**src/rtl/ddr_eye_trainer.sv**
```systemverilog
module ddr_eye_trainer #(
  parameter int NPHASE = 8,
  parameter int NLANE  = 4,
  parameter int REP_W  = 4,
  parameter logic [7:0] PAT_RST = 8'h34,
  localparam int PW = $clog2(NPHASE),
  localparam int NS = NPHASE * NLANE
) (
  input  logic             clk,
  input  logic             rst_n,
  input  logic             pat_we,
  input  logic [7:0]       pat_wdata,
  input  logic [1:0]       lane_mode,
  input  logic [REP_W-1:0] reps,
  input  logic             start,
  input  logic             samp_valid,
  input  logic [NS-1:0]    samp_first,
  input  logic [NS-1:0]    samp_second,
  output logic             busy,
  output logic             done,
  output logic             no_eye,
  output logic [NPHASE-1:0] pass_mask,
  output logic [PW-1:0]    phase_sel,
  output logic [7:0]       pattern_q
);
  localparam logic [PW-1:0] RST_PHASE = PW'(NPHASE / 2);

  logic              run_q, fin_q;
  logic [1:0]        beat_q, mode_q;
  logic [REP_W-1:0]  rep_q, reps_q;
  logic [NS*8-1:0]   cap_q, cap_nx;
  logic [NLANE-1:0]  lane_act;
  logic [NPHASE-1:0] phase_ok;
  logic [PW-1:0]     centre;

  assign busy = run_q | fin_q;
  assign lane_act = (mode_q == 2'd0) ? NLANE'(1) :
                    (mode_q == 2'd1) ? NLANE'(3) : '1;

  for (genvar gs = 0; gs < NS; gs++) begin : g_slot
    assign cap_nx[gs*8 +: 8] = {cap_q[gs*8 +: 6], samp_first[gs], samp_second[gs]};
  end

  for (genvar gp = 0; gp < NPHASE; gp++) begin : g_ph
    logic [NLANE-1:0] hit;
    for (genvar gl = 0; gl < NLANE; gl++) begin : g_ln
      assign hit[gl] = (cap_nx[(gp*NLANE+gl)*8 +: 8] == pattern_q);
    end
    assign phase_ok[gp] = &(hit | ~lane_act);
  end

  always_comb begin
    logic [PW:0]   cur_len, best_len;
    logic [PW-1:0] cur_st, best_st;
    cur_len = '0; best_len = '0; cur_st = '0; best_st = '0;
    for (int i = 0; i < NPHASE; i++) begin
      if (pass_mask[i]) begin
        if (cur_len == '0) cur_st = PW'(i);
        cur_len = cur_len + 1'b1;
        if (cur_len > best_len) begin
          best_len = cur_len;
          best_st  = cur_st;
        end
      end else begin
        cur_len = '0;
      end
    end
    centre = best_st + PW'((best_len - 1'b1) >> 1);
  end

  always_ff @(posedge clk or negedge rst_n) begin
    if (!rst_n) begin
      run_q     <= 1'b0;
      fin_q     <= 1'b0;
      done      <= 1'b0;
      no_eye    <= 1'b0;
      beat_q    <= '0;
      rep_q     <= '0;
      reps_q    <= REP_W'(1);
      mode_q    <= '0;
      cap_q     <= '0;
      pass_mask <= '0;
      phase_sel <= RST_PHASE;
      pattern_q <= PAT_RST;
    end else begin
      done <= 1'b0;
      if (pat_we && !busy) pattern_q <= pat_wdata;
      if (start && !busy) begin
        run_q     <= 1'b1;
        beat_q    <= '0;
        rep_q     <= '0;
        pass_mask <= '1;
        no_eye    <= 1'b0;
        mode_q    <= lane_mode;
        reps_q    <= (reps == '0) ? REP_W'(1) : reps;
      end
      if (run_q && samp_valid) begin
        cap_q  <= cap_nx;
        beat_q <= beat_q + 1'b1;
        if (beat_q == 2'd3) begin
          pass_mask <= pass_mask & phase_ok;
          rep_q     <= rep_q + 1'b1;
          if (REP_W'(rep_q + 1'b1) == reps_q) begin
            run_q <= 1'b0;
            fin_q <= 1'b1;
          end
        end
      end
      if (fin_q) begin
        fin_q <= 1'b0;
        done  <= 1'b1;
        if (|pass_mask) phase_sel <= centre;
        else            no_eye    <= 1'b1;
      end
    end
  end
endmodule

```
**config.mk**
```make
export PLATFORM = sky130hd
export DESIGN_NAME = ddr_eye_trainer
export DESIGN_NICKNAME = d
export VERILOG_FILES = /design/src/rtl/ddr_eye_trainer.sv
export SDC_FILE = /design/constraint.sdc
export NUM_CORES = 1
export LEC_CHECK = 0
export BUFFER_PORTS_ARGS = -buffer_cell sky130_fd_sc_hd__buf_2
export CAP_MARGIN = 20
export CORE_AREA = 2 2 180 129
export DETAILED_ROUTE_END_ITERATION = 12
export DIE_AREA = 0 0 182 131
export GPL_TIMING_DRIVEN = 1
export PLACE_DENSITY = 0.79
export SYNTH_ARGS = -nofsm -noshare
export SYNTH_HDL_FRONTEND = slang
export SYNTH_SLANG_ARGS = --single-unit
```
**constraint.sdc**
```tcl
create_clock -name clk -period 10.4 [get_ports clk]
set_input_delay 1.04 -clock clk [delete_from_list [all_inputs] [get_ports clk]]
set_output_delay 1.04 -clock clk [all_outputs]
set_load 0.05 [all_outputs]
```
==> run summary <==
Run status: complete, no violations
Netlist cell types: 72
Synth-to-layout area growth: 10.8%
Die width: 182 microns
DIE AREA: 23800 sq um
Setup TNS: 0 ns
Core area: 22200 sq um
CP max stage cell: dfrtp_2
Worst Path Required: 10.86 ns
WL final: 32900 microns
Gr usage total: 27.9%
Most Crowded Layer GR: met2
Setup repair after global routing missed its margin: false
GRT overflow: 0
Type of origin of the critical path: flip-flop
Most used cell, CP: ha_1
Routed via count: 11177
GPL Wtd Cong: 0.935
Cell Area, Synth: 13200 sq um
First-pass GRT wire length: 53900 microns
Number of buffers on the longest clock path: 3
Final Hold Vio Count: 0
Inst Count DP: 1931
Number of I/O pins: 105
Fin nets: 1784
PortBufs: 104
Critical path class: flip-flop to flip-flop
Mapped Cells: 1619
DR WL/cell: 16.6 microns
Syn. warnings: 0
Worst Tran Pin Value: 1.13 ns
Clock Latency Late Sink: 0.53 ns
Initial antenna violation count: 3
CTS clock-pin slew for the worst setup and hold paths: 0.06 ns
CP max stage delay: 0.46 ns
Clk_skew: 0.0237 ns
Final setup viols: 0
DRT iter0 DRCs: 1125
Cell Rows: 46
Met2 Use GR: 43.9%
CP endpoint kind: flip-flop
Slew margin rel.: 24.4%
Dpl hpwl: 21400 microns
Tcrit/Tclk final: 92.9%
Die Span Y: 131 microns
Hold WC Path Type: flip-flop to flip-flop
CTS buffer count: 24
Sequential element share of the synthesized area: 43.2%
Vias in the first global route: 10523
Synth async-reset ratio: 100%
H-tree depth: 1
EDFF count, synth: 0
Clk root buf: clkbuf_16
CTS tree: done
WP data arrival: 10.12 ns
Net Count, Synth: 1733
Main synth FF type: dfrtp_1
First-pass detailed-route iteration total: 8
Commonest cells after routing, fill and taps aside: 647 x nand2_1, 221 x dfrtp_1, 111 x xor2_1, 103 x buf_2, 58 x nor3_1
Sink Count: 227
Max Cap Viol: 0
Initial Utilization: 59.2%
Peak Freq: 0.104 GHz
Share of cells above drive strength 1: 12.1%
Synthesized area per cell: 8.12 sq um
Vias per cell: 5.65
Post-route insts no fill: 1978
Layout Utilization: 65.6%
Fin crit period: 9.66 ns
Detail Route Antenna Nets: 0
GRT met1 Usage: 41.0%
Met3 global-route usage: 5.27%
Max FO, Critical Path: 11
Largest net degree at the start of global routing: 111
Max Slew Vio Count: 0
Synth Register Bits: 227
DRC violations left: 0
Most common cell after layout, fill and taps aside: nand2_1
[layer usage]
| metal | vias to the layer above | wire length [microns] |
|---|---|---|
| met5 | - | 0 |
| met1 | 5328 | 15100 |
| met4 | 0 | 497 |
| met3 | 36 | 2620 |
| met2 | 352 | 14700 |
| li1 | 5461 | - |
[cells in the mapped netlist, types with 3 or more instances]
cell / count / area [sq um]
nor2b_1: 6 / 37.5
a21oi_2: 5 / 43.8
nand2b_1: 6 / 37.5
a21oi_1: 27 / 135
o2111ai_1: 6 / 52.6
ha_1: 30 / 375
and2_1: 7 / 43.8
or3_1: 16 / 100
o31ai_1: 3 / 22.5
nand4_1: 7 / 43.8
buf_2: 3 / 15.0
and3_1: 49 / 307
o21ai_1: 3 / 15.0
a211oi_1: 4 / 30.0
nor2_1: 36 / 135
xor2_1: 111 / 972
o211ai_1: 6 / 45.0
mux2i_1: 7 / 70.1
o221ai_1: 8 / 70.1
inv_1: 29 / 109
nor3_1: 58 / 290
nand3_1: 29 / 145
nor4_1: 36 / 225
a31o_2: 3 / 26.3
dfstp_2: 5 / 131
xnor2_1: 39 / 342
buf_1: 8 / 30.0
o21a_1: 3 / 22.5
nand2_1: 648 / 2430
mux2_2: 11 / 124
a21o_1: 4 / 30.0
mux2i_2: 3 / 41.3
dfrtp_1: 222 / 5560
nand3b_1: 4 / 30.0
o21ai_0: 32 / 160
o22ai_1: 17 / 106
clkbuf_1: 79 / 297
a22oi_1: 9 / 67.6
a31oi_1: 3 / 18.8
[state kept, by name (all words and copies together), names as in the netlist]
register	count
rep_q	4
fin_q	1
run_q	1
mode_q	2
phase_sel	3
pattern_q	8
beat_q	2
reps_q	4
no_eye	1
pass_mask	8
cap_q	192
done	1
[metrics by stage]
stage	hold WS [ns]	setup WS, ns	instance area, sq um
5_1_grt	0.476	0.0901	14600
2_1_floorplan	0.432	1.11	13200
6_report	0.462	0.739	14600
4_1_cts	0.465	0.332	14500
3_5_place_dp	0.456	0.335	13800
3_3_place_gp	0.457	0.741	13800
[cell type report]
cell class | instances | area [sq um]
clock buffer | 35 | 692
multi-input combinational | 1269 | 7020
antenna | 3 | 7.51
inverter | 30 | 118
timing repair buffer | 118 | 636
fill | 1900 | 7650
clock inverter | 8 | 51.3
tap | 288 | 360
sequential | 227 | 5690
[final timing paths]
check,start,endpoint,slack (ns),depth (start not counted)
worst max-delay path,pass_mask[0]$_DFF_PN0_,phase_sel[2]$_DFFE_PN1P_,0.74,47
worst min-delay path,reps_q[0]$_DFFE_PN1P_,reps_q[0]$_DFFE_PN1P_,0.46,2
worst max register to register,pass_mask[0]$_DFF_PN0_,phase_sel[2]$_DFFE_PN1P_,0.74,47
worst min register to register,reps_q[0]$_DFFE_PN1P_,reps_q[0]$_DFFE_PN1P_,0.46,2
max in group asynchronous,rst_n,reps_q[2]$_DFFE_PN0P_,7.68,3
min in group asynchronous,rst_n,cap_q[90]$_DFFE_PN0P_,0.47,1
[what timing repair did]
action | CTS | global route
setup buffers | 0 | 1
endpoints found under the setup margin | 0 | 2
resized for setup | 0 | 10
hold buffers | 0 | 0
[worst max-delay path, delay by kind of cell, from the launching register on]
kind | cells | cell delay (ns)
flip-flops | 1 | 0.46
AO/OA/AOI/OAI | 12 | 2.41
multiplexers | 5 | 1.39
adder cells (fa/ha/maj) | 10 | 2.78
AND/OR/NAND/NOR | 13 | 1.91
XOR/XNOR | 1 | 0.17
buffers and inverters | 6 | 0.48
[kinds of logic after synthesis]
| kind of cell | share of synthesized area, % |
|---|---|
| simple gates | 29.9 |
| flops | 43.2 |
| mux | 2.02 |
| compound gates | 8.09 |
| xor+xnor | 9.99 |
| fa+ha+maj | 3.01 |
| buf+inv | 3.79 |
Power is left out: the tool's default activity adds up to more than one toggle a clock period on the data nets, which glitch-free logic cannot reach.
